--- config.mk ---
export PLATFORM = sky130hd
export DESIGN_NAME = irq_pend_ctrl
export DESIGN_NICKNAME = d
export VERILOG_FILES = /design/src/rtl/irqc_pkg.sv /design/src/rtl/irqc_req_capture.sv /design/src/rtl/irqc_fold.sv /design/src/rtl/irqc_select.sv /design/src/rtl/irq_pend_ctrl.sv
export SDC_FILE = /design/constraint.sdc
export NUM_CORES = 1
export LEC_CHECK = 0
export BUFFER_PORTS_ARGS = -buffer_cell sky130_fd_sc_hd__buf_2
export CORE_AREA = 3 3 133 199
export CTS_BUF_LIST = sky130_fd_sc_hd__clkbuf_8 sky130_fd_sc_hd__clkbuf_16
export DETAILED_ROUTE_END_ITERATION = 10
export DIE_AREA = 0 0 136 202
export PLACE_DENSITY = 0.86
export SKIP_LAST_GASP = 1
export SYNTH_ARGS = -nofsm -noshare
export SYNTH_HDL_FRONTEND = slang
export SYNTH_SLANG_ARGS = --single-unit
export TNS_END_PERCENT = 50
--- constraint.sdc ---
create_clock -name clk -period 6.8 [get_ports clk]
set_input_delay 1.02 -clock clk [delete_from_list [all_inputs] [get_ports clk]]
set_output_delay 1.02 -clock clk [all_outputs]
set_load 0.02 [all_outputs]
--- src/rtl/irqc_pkg.sv ---
package irqc_pkg;
  typedef enum logic [2:0] {
    RG_SRC    = 3'd0,
    RG_ROUTE  = 3'd1,
    RG_MASK   = 3'd2,
    RG_LEVEL  = 3'd3,
    RG_SEL    = 3'd4,
    RG_SELIDX = 3'd5,
    RG_SUB    = 3'd6,
    RG_SUBMSK = 3'd7
  } reg_idx_e;
endpackage

--- src/rtl/irqc_req_capture.sv ---
// Samples request lines; produces rise/fall strobes and the level-hold vector.
module irqc_req_capture #(
  parameter int W = 32
) (
  input  logic         clk,
  input  logic         rst_n,
  input  logic [W-1:0] req,
  input  logic [W-1:0] is_lvl,
  output logic [W-1:0] rise,
  output logic [W-1:0] fall,
  output logic [W-1:0] hold
);
  logic [W-1:0] req_q, lvl_q;

  always_comb begin
    rise = req & ~req_q;
    fall = ~req & req_q;
    hold = (lvl_q | (rise & is_lvl)) & req;
  end

  always_ff @(posedge clk or negedge rst_n) begin
    if (!rst_n) begin
      req_q <= '0;
      lvl_q <= '0;
    end else begin
      req_q <= req;
      lvl_q <= hold;
    end
  end
endmodule

--- src/rtl/irqc_fold.sv ---
// Folds groups of secondary lines onto fixed main bit positions.
module irqc_fold #(
  parameter int          SUB_W  = 11,
  parameter int          MAIN_W = 32,
  parameter int          GRP    = 3,
  parameter int          NGRP   = 3,
  parameter int unsigned TGT [NGRP] = '{28, 23, 15}
) (
  input  logic [SUB_W-1:0]  sub_live,
  output logic [MAIN_W-1:0] main_set
);
  for (genvar g = 0; g < NGRP; g++) begin : g_grp
    logic [MAIN_W-1:0] contrib;
    if (g > 0) begin : g_chain
      assign contrib = g_grp[g-1].contrib |
                       ((MAIN_W'(|sub_live[g*GRP +: GRP])) << TGT[g]);
    end else begin : g_first
      assign contrib = (MAIN_W'(|sub_live[g*GRP +: GRP])) << TGT[g];
    end
  end
  assign main_set = g_grp[NGRP-1].contrib;
endmodule

--- src/rtl/irqc_select.sv ---
// Fast/normal resolution with a sticky lowest-index normal selection.
module irqc_select #(
  parameter int N  = 32,
  parameter int IW = $clog2(N)
) (
  input  logic [N-1:0]  live,
  input  logic [N-1:0]  route,
  input  logic [N-1:0]  sel_cur,
  input  logic [IW-1:0] idx_cur,
  output logic          fast_hit,
  output logic [N-1:0]  sel_nxt,
  output logic [IW-1:0] idx_nxt
);
  logic [IW-1:0] cand_idx;
  logic [N-1:0]  cand_hot;

  always_comb begin
    cand_idx = '0;
    for (int i = N - 1; i >= 0; i--) begin
      if (live[i]) cand_idx = IW'(i);
    end
    cand_hot = N'(1) << cand_idx;
  end

  always_comb begin
    fast_hit = |(live & route);
    sel_nxt  = sel_cur;
    idx_nxt  = idx_cur;
    if (!fast_hit && (|live)) begin
      if ((sel_cur == '0) || (sel_cur > cand_hot)) begin
        sel_nxt = cand_hot;
        idx_nxt = cand_idx;
      end
    end
  end
endmodule

--- src/rtl/irq_pend_ctrl.sv ---
module irq_pend_ctrl
  import irqc_pkg::*;
#(
  parameter int NSRC  = 32,
  parameter int NSUB  = 11,
  parameter int DW    = 32,
  parameter int AW    = 5,
  parameter logic [DW-1:0] LEVEL_RST = 32'h7F
) (
  input  logic            clk,
  input  logic            rst_n,
  input  logic [AW-1:0]   bus_addr,
  input  logic            bus_wr,
  input  logic [DW-1:0]   bus_wdata,
  output logic [DW-1:0]   bus_rdata,
  input  logic [NSRC-1:0] main_req,
  input  logic [NSRC-1:0] main_is_lvl,
  input  logic [NSUB-1:0] sub_req,
  input  logic [NSUB-1:0] sub_is_lvl,
  output logic            fiq,
  output logic            irq
);
  localparam int IW = $clog2(NSRC);

  logic [NSRC-1:0] src_q, route_q, mask_q, sel_q;
  logic [DW-1:0]   level_q;
  logic [IW-1:0]   idx_q;
  logic [NSUB-1:0] sub_q, submsk_q;
  logic            fiq_q;

  logic [NSRC-1:0] src_n, route_n, mask_n, sel_n, sel_base, src_pre, fold_set, live;
  logic [DW-1:0]   level_n;
  logic [IW-1:0]   idx_n;
  logic [NSUB-1:0] sub_n, submsk_n, sub_live;
  logic            fast_hit;

  logic [NSRC-1:0] m_rise, m_fall, m_hold;
  logic [NSUB-1:0] s_rise, s_fall, s_hold;

  reg_idx_e  wsel;
  logic      we_src, we_route, we_mask, we_level, we_sel, we_sub, we_submsk;

  assign wsel      = reg_idx_e'(bus_addr[4:2]);
  assign we_src    = bus_wr && (wsel == RG_SRC);
  assign we_route  = bus_wr && (wsel == RG_ROUTE);
  assign we_mask   = bus_wr && (wsel == RG_MASK);
  assign we_level  = bus_wr && (wsel == RG_LEVEL);
  assign we_sel    = bus_wr && (wsel == RG_SEL);
  assign we_sub    = bus_wr && (wsel == RG_SUB);
  assign we_submsk = bus_wr && (wsel == RG_SUBMSK);

  irqc_req_capture #(.W(NSRC)) u_main_cap (
    .clk(clk), .rst_n(rst_n), .req(main_req), .is_lvl(main_is_lvl),
    .rise(m_rise), .fall(m_fall), .hold(m_hold)
  );

  irqc_req_capture #(.W(NSUB)) u_sub_cap (
    .clk(clk), .rst_n(rst_n), .req(sub_req), .is_lvl(sub_is_lvl),
    .rise(s_rise), .fall(s_fall), .hold(s_hold)
  );

  // Software step first, then hardware sets win, then the fold.
  always_comb begin
    route_n  = we_route  ? bus_wdata[NSRC-1:0] : route_q;
    mask_n   = we_mask   ? bus_wdata[NSRC-1:0] : mask_q;
    level_n  = we_level  ? bus_wdata           : level_q;
    submsk_n = we_submsk ? bus_wdata[NSUB-1:0] : submsk_q;
    src_pre  = we_src ? (src_q & ~bus_wdata[NSRC-1:0]) : src_q;
    src_pre  = (src_pre & ~m_fall) | m_rise | m_hold;
    sub_n    = we_sub ? (sub_q & ~bus_wdata[NSUB-1:0]) : sub_q;
    sub_n    = (sub_n & ~s_fall) | s_rise | s_hold;
    sub_live = sub_n & ~submsk_n;
    sel_base = we_sel ? (sel_q & ~bus_wdata[NSRC-1:0]) : sel_q;
  end

  irqc_fold #(.SUB_W(NSUB), .MAIN_W(NSRC)) u_fold (
    .sub_live(sub_live), .main_set(fold_set)
  );

  always_comb begin
    src_n = src_pre | fold_set;
    live  = src_n & ~mask_n;
  end

  irqc_select #(.N(NSRC), .IW(IW)) u_sel (
    .live(live), .route(route_n), .sel_cur(sel_base), .idx_cur(idx_q),
    .fast_hit(fast_hit), .sel_nxt(sel_n), .idx_nxt(idx_n)
  );

  always_ff @(posedge clk or negedge rst_n) begin
    if (!rst_n) begin
      src_q    <= '0;
      route_q  <= '0;
      mask_q   <= '1;
      level_q  <= LEVEL_RST;
      sel_q    <= '0;
      idx_q    <= '0;
      sub_q    <= '0;
      submsk_q <= '1;
      fiq_q    <= 1'b0;
    end else begin
      src_q    <= src_n;
      route_q  <= route_n;
      mask_q   <= mask_n;
      level_q  <= level_n;
      sel_q    <= sel_n;
      idx_q    <= idx_n;
      sub_q    <= sub_n;
      submsk_q <= submsk_n;
      fiq_q    <= fast_hit;
    end
  end

  always_comb begin
    unique case (wsel)
      RG_SRC:    bus_rdata = DW'(src_q);
      RG_ROUTE:  bus_rdata = DW'(route_q);
      RG_MASK:   bus_rdata = DW'(mask_q);
      RG_LEVEL:  bus_rdata = level_q;
      RG_SEL:    bus_rdata = DW'(sel_q);
      RG_SELIDX: bus_rdata = DW'(idx_q);
      RG_SUB:    bus_rdata = DW'(sub_q);
      default:   bus_rdata = DW'(submsk_q);
    endcase
  end

  assign fiq = fiq_q;
  assign irq = |sel_q;

  // the held selection is one-hot and agrees with its index
  p_sel_onehot_r5: assert property (@(posedge clk) disable iff (!rst_n)
    $onehot0(sel_q));
  p_idx_match_r5: assert property (@(posedge clk) disable iff (!rst_n)
    (sel_q != '0) |-> sel_q[idx_q]);
  // a fast request freezes the selection unless software clears it
  p_fast_freezes_r4: assert property (@(posedge clk) disable iff (!rst_n)
    (fast_hit && !we_sel) |=> $stable(sel_q));
  // a rising main input is pending after the edge
  p_rise_sets_r7: assert property (@(posedge clk) disable iff (!rst_n)
    (|m_rise) |=> ((src_q & $past(m_rise)) == $past(m_rise)));
  // a falling main input is cleared when no fold re-sets it
  p_fall_clears_r9: assert property (@(posedge clk) disable iff (!rst_n)
    ((|m_fall) && (sub_live == '0)) |=> ((src_q & $past(m_fall)) == '0));
endmodule

==> impl_metrics.ini <==
[status]
status = finished clean

[sta]
worstMarginPinSlew_ns = 1.26
setup_viol = 0
whs_ns = 0.463
finalHoldViolCount = 0
fmax_mhz = 148
max_slew_margin = 0.157
fin_crit_sh = 0.995
fin_crit_ns = 6.77
clock-skew-final_ns = 0.0257
finalMaxSlewViolations = 0

[synth]
ys_ff_latch = 274
syn-num-nets = 1610
ys_types = 83
synth_edf_count = 0
netlist_area_mm2 = 0.0146
synthFlopType = dfrtp_1
synth-simple-area-share = 0.145
synth_fa_ha_area_frac = 0.0274
synthMuxAreaShare = 0.0861
ys_seq_area_frac = 0.473
synth_warnings = 0
synthArstFlopShare = 1.00
synth_top_family_by_area = compound AO/OA/AOI/OAI gates
synth.avg_cell_area_um2 = 10.1
synth-xor-area-share = 0
synth-compound-area-share = 0.229
synth_cells = 1452

[die]
die_y_um = 202
die_w_um = 136
die-area_mm2 = 0.0275
rows = 71
io_pins = 160
fp.coreArea_mm2 = 0.0251
start_util = 0.584

[finish]
drive_above_1_share = 0.303
fillers = 1853
area_delta_synth_final_pct = 22.4
multiInputGateArea_mm2 = 0.00720
layout.nets = 1914
diodes = 0
final_cell_mix = dfrtp_1 (224), buf_4 (173), buf_2 (156), a21oi_1 (118), nand2_1 (116)
utilization = 0.715
layout_commonest_cell = dfrtp_1
final_cell_area_mm2 = 0.0179
seqCellArea_mm2 = 0.00692
layout.cells.non_filler = 2106

[detailed_routing]
ant_nets = 0
vias = 13700
routed_wl_um = 51900
drcViolationCount = 0
drt_iter0_markers = 1274
viasPerCell = 6.52
wl_per_cell_um = 24.6
first_pass_iters = 7

[power_and_ir_drop]
combPwrFrac = 0.284
power.leakage_nw = 8.14
power_density_mw_per_mm2 = 276
internal-power_mw = 3.32
power_mw = 4.95
p_sw_mw = 1.63
netSwitchingFraction = 0.329
clockPowerShare = 0.305
seq_power_share = 0.411
max-vdd-ir-drop_mv = 0.240

[worst_hold_path]
hold_class = input pin to asynchronous set/reset pin

[global_route]
overflow = 0
grt_pass1_vias = 14200
grt_max_degree = 185
antenna_found_initial = 0
grtUsageTotal = 0.377
grt_pass1_wl_um = 79800

[setup_path]
crit_path_end_kind = flop
r2r_start = src_q[10]
startpoint_type = input pin
reg2regPathDepth = 24
reg2reg_to = sel_q[29]
reg2reg_slack_ns = 0.62
crit_required_ns = 7.24
cp.arrival_ns = 7.21
cp_max_fo = 7
critical_path_class = input pin to flop

[clock_network]
cts_buffers = 28
cts_tree = done
path_clk_slew_ns = 0.07
post-cts-setup-buffers = 0
cts_root_buffer = clkbuf_16
cts.htree.levels = 1
cts_hold_buf = 0
cts.sinks = 274
clockBufferDepth = 3
clkLatencyLatePin_ns = 0.58

[place]
place_area_mm2 = 0.0170
dp.cells = 2054
dp_hpwl_um = 38800
place.gp.congestion = 1.06
io_buffers = 157

[run]
max_cap_viol_count = 0
worst max-delay path, cell delays in order:
cell and delay (ns):
buf_2 0.14, or4b_4 0.66, buf_4 0.22, o221ai_1 0.30
a21oi_1 0.16, a2111oi_0 0.52, buf_4 0.24, buf_4 0.12
nand4_1 0.16, o31ai_2 0.31, buf_4 0.20, a31oi_2 0.07
buf_4 0.16, nor2_1 0.27, buf_4 0.17, nand2_1 0.05
ha_1 0.19, nor2_1 0.14, or4b_2 0.59, o221ai_1 0.26
a21boi_0 0.13, o21ai_0 0.22, a21oi_1 0.12, nand3_1 0.15
a21oi_2 0.05, buf_4 0.17, nand2_1 0.25, o31ai_1 0.13
per-layer routing:
layer  wire length [µm]  GRT usage
met5                  0          0
met4               4980      0.283
met1              18300      0.442
met3               3750     0.0590
met2              24800      0.617
logic make-up (layout without fill, tap and decap cells):
logic type      after synthesis  after routing
compound gates              489            489
simple gates                402            402
flops                       274            274
buf+inv                     143            469
mux                         112            112
fa+ha+maj                    32             32
worst max path at each step:
stage,startpoint,depth (start not counted),end
final,bus_addr[3],28,sel_q[29]
after global routing,bus_addr[3],29,idx_q[4]
after CTS,bus_addr[3],25,sel_q[7]
after detailed placement,bus_addr[3],25,sel_q[4]
after global placement,bus_addr[3],25,sel_q[4]
after floorplan,bus_addr[2],24,idx_q[1]
registers in the layout, summed over array words and instances, names as in the netlist, 5 cells and up:
register,flops
u_main_cap.lvl_q,32
level_q,32
sel_q,32
u_main_cap.req_q,32
sub_q,11
route_q,32
submsk_q,11
u_sub_cap.req_q,11
src_q,32
mask_q,32
u_sub_cap.lvl_q,11
idx_q,5
power by group through the flow:
stage / clock network (mW) / logic, mW / registers, mW
after detailed placement: 0 / 1.36 / 2.06
after floorplan: 0 / 0.733 / 2.00
after CTS: 1.52 / 1.37 / 2.03
after global placement: 0 / 1.33 / 2.04
after global routing: 1.59 / 1.50 / 2.06
final: 1.51 / 1.41 / 2.04
repair_timing:
| action | CTS | global route |
|---|---|---|
| setup endpoints to repair | 22 | 37 |
| endpoints found under the hold margin | 0 | 0 |
| gates resized for setup | 1 | 8 |
cell usage after synthesis (all sizes together) (11+ instances only):
cell     count  area (µm²)
dfrtp      224        5610
ha          32         400
a311oi      15         131
o31ai       11        82.6
a221oi      21         190
nor2b       55         344
mux2i       46         460
nand3       21         110
a2111oi     16         154
nand2      117         439
nand4       14        93.8
nor4        19         125
dfstp       50        1310
a211oi      17         128
nor3        17        85.1
clkbuf      36         136
a31oi       13        87.6
a221o       21         210
nor2        52         198
nand2b      62         388
o21ai      107         543
o2bb2ai     17         149
inv         82         308
a21boi      35         263
o21a        20         150
a21oi      119         599
o221ai      15         138
buf         24         128
mux2        61         687
per-stage QoR:
stage | TNS, ns | worst slack (ns)
finish | 0 | 0.0314
global route | -4.46 | -0.174
CTS | 0 | 0.0591
detailed placement | -21.25 | -0.628
global placement | -19.99 | -0.598
floorplan | 0 | 0.716
area by class of cell:
| class | instances | share of cell area |
|---|---|---|
| Multi-Input combinational cell | 1035 | 0.402 |
| Clock buffer | 34 | 0.0437 |
| Sequential cell | 274 | 0.386 |
| Inverter | 83 | 0.0174 |
| Tap cell | 328 | 0.0229 |
| Clock inverter | 18 | 0.00615 |
| Timing Repair Buffer | 334 | 0.121 |
Note: power is estimated with default switching activity, not from simulation.
